## src/rtl/fpsr_pkg.sv

```systemverilog
package fpsr_pkg;

    localparam int WORD_W  = 64;
    localparam int NCAUSE  = 13;
    localparam int NINV    = 9;
    localparam int FPRF_W  = 5;
    localparam int STK_W   = NCAUSE + 3;

    localparam int POS_FPRF_LO = 12;
    localparam int POS_FI      = 17;
    localparam int POS_FR      = 18;
    localparam int POS_VX      = 29;
    localparam int POS_FEX     = 30;
    localparam int POS_FX      = 31;
    localparam int POS_VE      = 7;
    localparam int POS_OE      = 6;
    localparam int POS_UE      = 5;
    localparam int POS_ZE      = 4;
    localparam int POS_XE      = 3;

    localparam int C_XX = 9;
    localparam int C_ZX = 10;
    localparam int C_UX = 11;
    localparam int C_OX = 12;

    localparam logic [WORD_W-1:0] CTRL_MASK = 64'hFFFF_FFFF_0000_08FF;

    typedef struct packed {
        logic              fx;
        logic              fex;
        logic              vx;
        logic [NCAUSE-1:0] cause;
    } sticky_t;

    typedef struct packed {
        logic              fr;
        logic              fi;
        logic [FPRF_W-1:0] fprf;
    } vol_t;

    typedef struct packed {
        logic ve;
        logic oe;
        logic ue;
        logic ze;
        logic xe;
    } enab_t;

    function automatic int cause_pos(input int idx);
        return (idx < 3) ? (8 + idx) : (16 + idx);
    endfunction

    function automatic logic [WORD_W-1:0] pack_word(
        input vol_t v, input sticky_t s, input logic [WORD_W-1:0] c);
        logic [WORD_W-1:0] w;
        w = c & CTRL_MASK;
        w[POS_FR] = v.fr;
        w[POS_FI] = v.fi;
        w[POS_FPRF_LO +: FPRF_W] = v.fprf;
        for (int i = 0; i < NCAUSE; i++) begin
            w[cause_pos(i)] = s.cause[i];
        end
        w[POS_VX]  = s.vx;
        w[POS_FEX] = s.fex;
        w[POS_FX]  = s.fx;
        return w;
    endfunction

endpackage

```

## src/rtl/fpsr_ctrl_filter.sv

```systemverilog
module fpsr_ctrl_filter
    import fpsr_pkg::*;
(
    input  logic [WORD_W-1:0] ctrl_cur,
    input  logic              sw_wr,
    input  logic [WORD_W-1:0] sw_data,
    output logic [WORD_W-1:0] ctrl_nxt,
    output enab_t             enab
);
    always_comb begin
        ctrl_nxt = sw_wr ? (sw_data & CTRL_MASK) : ctrl_cur;
        enab.ve  = ctrl_nxt[POS_VE];
        enab.oe  = ctrl_nxt[POS_OE];
        enab.ue  = ctrl_nxt[POS_UE];
        enab.ze  = ctrl_nxt[POS_ZE];
        enab.xe  = ctrl_nxt[POS_XE];
    end
endmodule

```

## src/rtl/fpsr_sticky_merge.sv

```systemverilog
module fpsr_sticky_merge
    import fpsr_pkg::*;
(
    input  sticky_t           cur,
    input  logic              raise_en,
    input  logic [NCAUSE-1:0] raise,
    input  enab_t             enab,
    output sticky_t           nxt
);
    logic [NCAUSE-1:0] raise_m;
    logic [NCAUSE-1:0] fresh;

    always_comb begin
        raise_m   = raise_en ? raise : '0;
        fresh     = raise_m & ~cur.cause;
        nxt.cause = cur.cause | raise_m;
        nxt.vx    = |nxt.cause[NINV-1:0];
        nxt.fex   = (nxt.vx          & enab.ve) |
                    (nxt.cause[C_OX] & enab.oe) |
                    (nxt.cause[C_UX] & enab.ue) |
                    (nxt.cause[C_ZX] & enab.ze) |
                    (nxt.cause[C_XX] & enab.xe);
        nxt.fx    = cur.fx | (|fresh);
    end
endmodule

```

## src/rtl/fpsr_split_unit.sv

```systemverilog
module fpsr_split_unit
    import fpsr_pkg::*;
(
    input  logic                  clk,
    input  logic                  rst_n,
    input  logic                  res_valid,
    input  logic [FPRF_W-1:0]     res_fprf,
    input  logic                  res_fr,
    input  logic                  res_fi,
    input  logic [NCAUSE-1:0]     res_exc,
    input  logic [STK_W-1:0]      res_sticky_seen,
    input  logic                  sw_wr,
    input  logic [WORD_W-1:0]     sw_data,
    output logic [WORD_W-1:0]     fpscr_o,
    output logic [STK_W-1:0]      sticky_o,
    output logic                  replay_o
);
    typedef struct packed {
        vol_t              vol;
        sticky_t           stk;
        logic [WORD_W-1:0] ctrl;
        logic              replay;
    } state_t;

    state_t            st_d, st_q;
    logic [WORD_W-1:0] ctrl_nxt;
    enab_t             enab;
    sticky_t           stk_merged;

    fpsr_ctrl_filter u_ctrl (
        .ctrl_cur (st_q.ctrl),
        .sw_wr    (sw_wr),
        .sw_data  (sw_data),
        .ctrl_nxt (ctrl_nxt),
        .enab     (enab)
    );

    fpsr_sticky_merge u_merge (
        .cur      (st_q.stk),
        .raise_en (res_valid),
        .raise    (res_exc),
        .enab     (enab),
        .nxt      (stk_merged)
    );

    always_comb begin
        st_d        = st_q;
        st_d.ctrl   = ctrl_nxt;
        st_d.stk    = stk_merged;
        st_d.replay = 1'b0;
        if (res_valid) begin
            st_d.vol.fr   = res_fr;
            st_d.vol.fi   = res_fi;
            st_d.vol.fprf = res_fprf;
            st_d.replay   = (stk_merged != sticky_t'(res_sticky_seen));
        end
    end

    always_ff @(posedge clk) begin
        if (!rst_n) st_q <= '0;
        else        st_q <= st_d;
    end

    assign fpscr_o  = pack_word(st_q.vol, st_q.stk, st_q.ctrl);
    assign sticky_o = st_q.stk;
    assign replay_o = st_q.replay;

    AST_VX_SUMMARY: assert property (@(posedge clk) disable iff (!rst_n)
        fpscr_o[POS_VX] == (|st_q.stk.cause[NINV-1:0]));
    AST_CAUSE_KEEP: assert property (@(posedge clk) disable iff (!rst_n)
        1'b1 |=> ((st_q.stk.cause & $past(st_q.stk.cause)) == $past(st_q.stk.cause)));
    AST_FX_ON_NEW: assert property (@(posedge clk) disable iff (!rst_n)
        (res_valid && ((res_exc & ~st_q.stk.cause) != '0)) |=> fpscr_o[POS_FX]);
    AST_REPLAY_SRC: assert property (@(posedge clk) disable iff (!rst_n)
        replay_o |-> $past(res_valid));
    AST_CTRL_HOLD: assert property (@(posedge clk) disable iff (!rst_n)
        !sw_wr |=> ((fpscr_o & CTRL_MASK) == $past(fpscr_o & CTRL_MASK)));
    AST_VOL_HOLD: assert property (@(posedge clk) disable iff (!rst_n)
        !res_valid |=> $stable(fpscr_o[POS_FR:POS_FPRF_LO]));
    AST_STICKY_VIEW: assert property (@(posedge clk) disable iff (!rst_n)
        sticky_o[STK_W-1] == fpscr_o[POS_FX]);

endmodule

```

## config.mk

```make
export PLATFORM = sky130hd
export DESIGN_NAME = fpsr_split_unit
export DESIGN_NICKNAME = d
export VERILOG_FILES = /design/src/rtl/fpsr_pkg.sv /design/src/rtl/fpsr_ctrl_filter.sv /design/src/rtl/fpsr_sticky_merge.sv /design/src/rtl/fpsr_split_unit.sv
export SDC_FILE = /design/constraint.sdc
export NUM_CORES = 1
export LEC_CHECK = 0
export ABC_AREA = 1
export BUFFER_PORTS_ARGS = -buffer_cell sky130_fd_sc_hd__buf_2
export CAP_MARGIN = 20
export CORE_ASPECT_RATIO = 1.2
export CORE_UTILIZATION = 53
export DETAILED_ROUTE_END_ITERATION = 10
export HOLD_SLACK_MARGIN = 0.12
export PLACE_DENSITY_LB_ADDON = 0.1
export SLEW_MARGIN = 20
export SYNTH_ARGS = -nofsm -noshare
export SYNTH_HDL_FRONTEND = slang
export SYNTH_HIERARCHICAL = 1
export SYNTH_SLANG_ARGS = --single-unit
```

## constraint.sdc

```tcl
create_clock -name clk -period 3.2 [get_ports clk]
set_input_delay 0.32 -clock clk [delete_from_list [all_inputs] [get_ports clk]]
set_output_delay 0.32 -clock clk [all_outputs]
set_load 0.1 [all_outputs]
```

==> reports/results.tsv <==
stage	metric	value	unit
run_status	status	finished clean	
drt	dr_wl_met3	461	µm
floorplanning	row_count	33	
clocking	clock_latency	340	ps
finish	diodes	0	
drt	ant_nets	0	
synth	synth_area_per_cell	6.39	µm²
placement	place_congestion	0.790	
clocking	hold_buffers	0	
clocking	htree_levels	3	
synth	syn_inst	586	
drt	wirelength_met1	3040	µm
synth	yosys_warnings	6	
drt	wl_met2	3640	µm
pwr	p_leak	2.79	nW
timing	finalMaxSlewViolations	0	
finish	areaGrowthSynthToFinish	7.56	%
critical_path	cpMostUsedCell	nand2_1	
floorplanning	die_h	94.1	µm
global_route	grt_max_degree	51	
drt	first_pass_iters	4	
critical_path	cp_slowest_cell	inv_1	
synth	synth_area	3740	µm²
floorplanning	dieArea	7400	µm²
global_route	antenna_found_initial	0	
global_route	grt_pass1_wl	11600	µm
finish	multiInputGateArea	1260	µm²
critical_path	worstPathMaxFanout	25	
drt	via_per_inst	4.27	
critical_path	cp-start-kind	input pin	
hold_path	hold_path_class	in -> reg	
critical_path	crit_path_end_kind	flip-flop	
timing	worst-slew-pin-transition	876	ps
clocking	cts-buffers-inserted	9	
pwr	p_total	2.25	mW
timing	hold_violations	0	
clocking	postCtsSetupBuffers	0	
timing	slew_headroom	41.6	%
pwr	peakVddDrop	0.354	mV
timing	period_share	52.4	%
global_route	grt-ovfl-total	0	
floorplanning	die_w	78.7	µm
finish	regArea	1300	µm²
finish	fin_nets	760	
placement	dp_hpwl	5320	µm
critical_path	crit_required	3430	ps
drt	num_vias	3193	
placement	io_buffers	161	
clocking	cts_buffer_depth	2	
clocking	clock-sinks	65	
clocking	clk_root_buffer_cell	clkbuf_8	
finish	fill_cells	709	
global_route	grt_use_total	20.3	%
clocking	cts_tree	done	
timing	rsz0062_at_grt	false	
synth	synth.net_count	690	
timing	final.setup.tns	0	ps
clocking	clkTransAtPathRegs	70	ps
critical_path	max_stage_delay	560	ps
drt	drt-total-wl	7290	µm
flow_run	maxCapViolCount	0	
critical_path	critPathArrivalTime	1910	ps
pwr	cellPowerDensity	558	nW/µm²
floorplanning	io_pins	185	
timing	fmax	0.597	GHz
drt	drt_iter0_drc	92	
drt	wl_per_cell	9.76	µm
drt	highest_layer	met4	
clocking	cts_resized	0	
timing	setup-violations-final	0	
floorplanning	core_region_area	6810	µm²
critical_path	crit_type	in -> reg	
critical_path	crit_chain	buf_2 > inv_1 > nand2_1 > nand2_1 > nand2_1 > nand2_1 > nor2_1 > nand2_1 > inv_1 > nand2_1 > nand2_1 > nor2_1 > nand2_1 > nor2_1 > a21oi_1	
timing	finalCriticalPeriod	1680	ps
global_route	grt_pass1_vias	2781	
finish	drive_above_1_share	27.3	%
timing	finClkSkew	8.04	ps
drt	drc	0	
floorplanning	start_util	54.9	%
where the power goes:
part	total [mW]	leakage, nW	internal (mW)	switching [mW]
combinational	0.769	2.17	0.143	0.626
clock	0.593	0.0822	0.296	0.298
sequential	0.885	0.538	0.859	0.0267
sequential cells by signal, indices dropped and copies added, names as in the netlist:
register,cells
fpscr_o,64
replay_o,1
metrics by stage:
stage | hold slack (ps) | cell area (µm²) | worst slack [ps] | util (%) | instances
after detailed placement | 484 | 3860 | 1150 | 56.7 | 732
final | 197 | 4030 | 1520 | 59.1 | 747
after floorplan | 436 | 3740 | 1670 | - | 586
after global placement | 474 | 3860 | 1180 | 56.7 | 732
after CTS | 184 | 4030 | 1520 | 59.1 | 747
after global routing | 193 | 4030 | 1280 | 59.1 | 747
critical path: cells and delay by family:
family          cells  cell delay [ps]
simple gates       11              800
compound gates      1               60
buf+inv             3              710
layer usage:
layer	vias up	global-route usage, %
li1	1731	-
met1	1352	21.1
met2	100	37.8
met3	10	3.98
met4	0	11.1
met5	-	0
layout by cell type (no fill, tap or decap):
cell and count:
nand3_1 5, clkinv_2 2, a21oi_1 2, clkbuf_8 10, clkbuf_1 2, nand3b_1 1, o21ai_0 8, xor2_1 1
nand2_1 249, or2_1 1, nor2_1 43, inv_1 97, o22ai_1 4, o21bai_1 1, dfxtp_1 65, nor3_1 1
clkinvlp_4 1, nor2_2 1, buf_2 161, buf_4 3, nand2_4 2
final timing paths:
| path | start | end | slack [ps] | depth (start not counted) |
|---|---|---|---|---|
| hold reg to reg | fpscr_o[18] | fpscr_o[18] | 500 | 2 |
| setup reg to reg | fpscr_o[10] | replay_o | 1670 | 11 |
| setup / recovery | sw_wr | replay_o | 1520 | 15 |
| hold / removal | res_fi | fpscr_o[17] | 200 | 3 |
area by class of cell:
class / count / share of cell area, %
multi-input cells: 319 / 31.3
repair buffers: 164 / 20.6
inverters: 97 / 9.05
well taps: 87 / 2.70
clock buffers: 12 / 3.61
flip-flops and latches: 65 / 32.3
clock inverters: 3 / 0.435
Power figures use the tool's default switching activity.
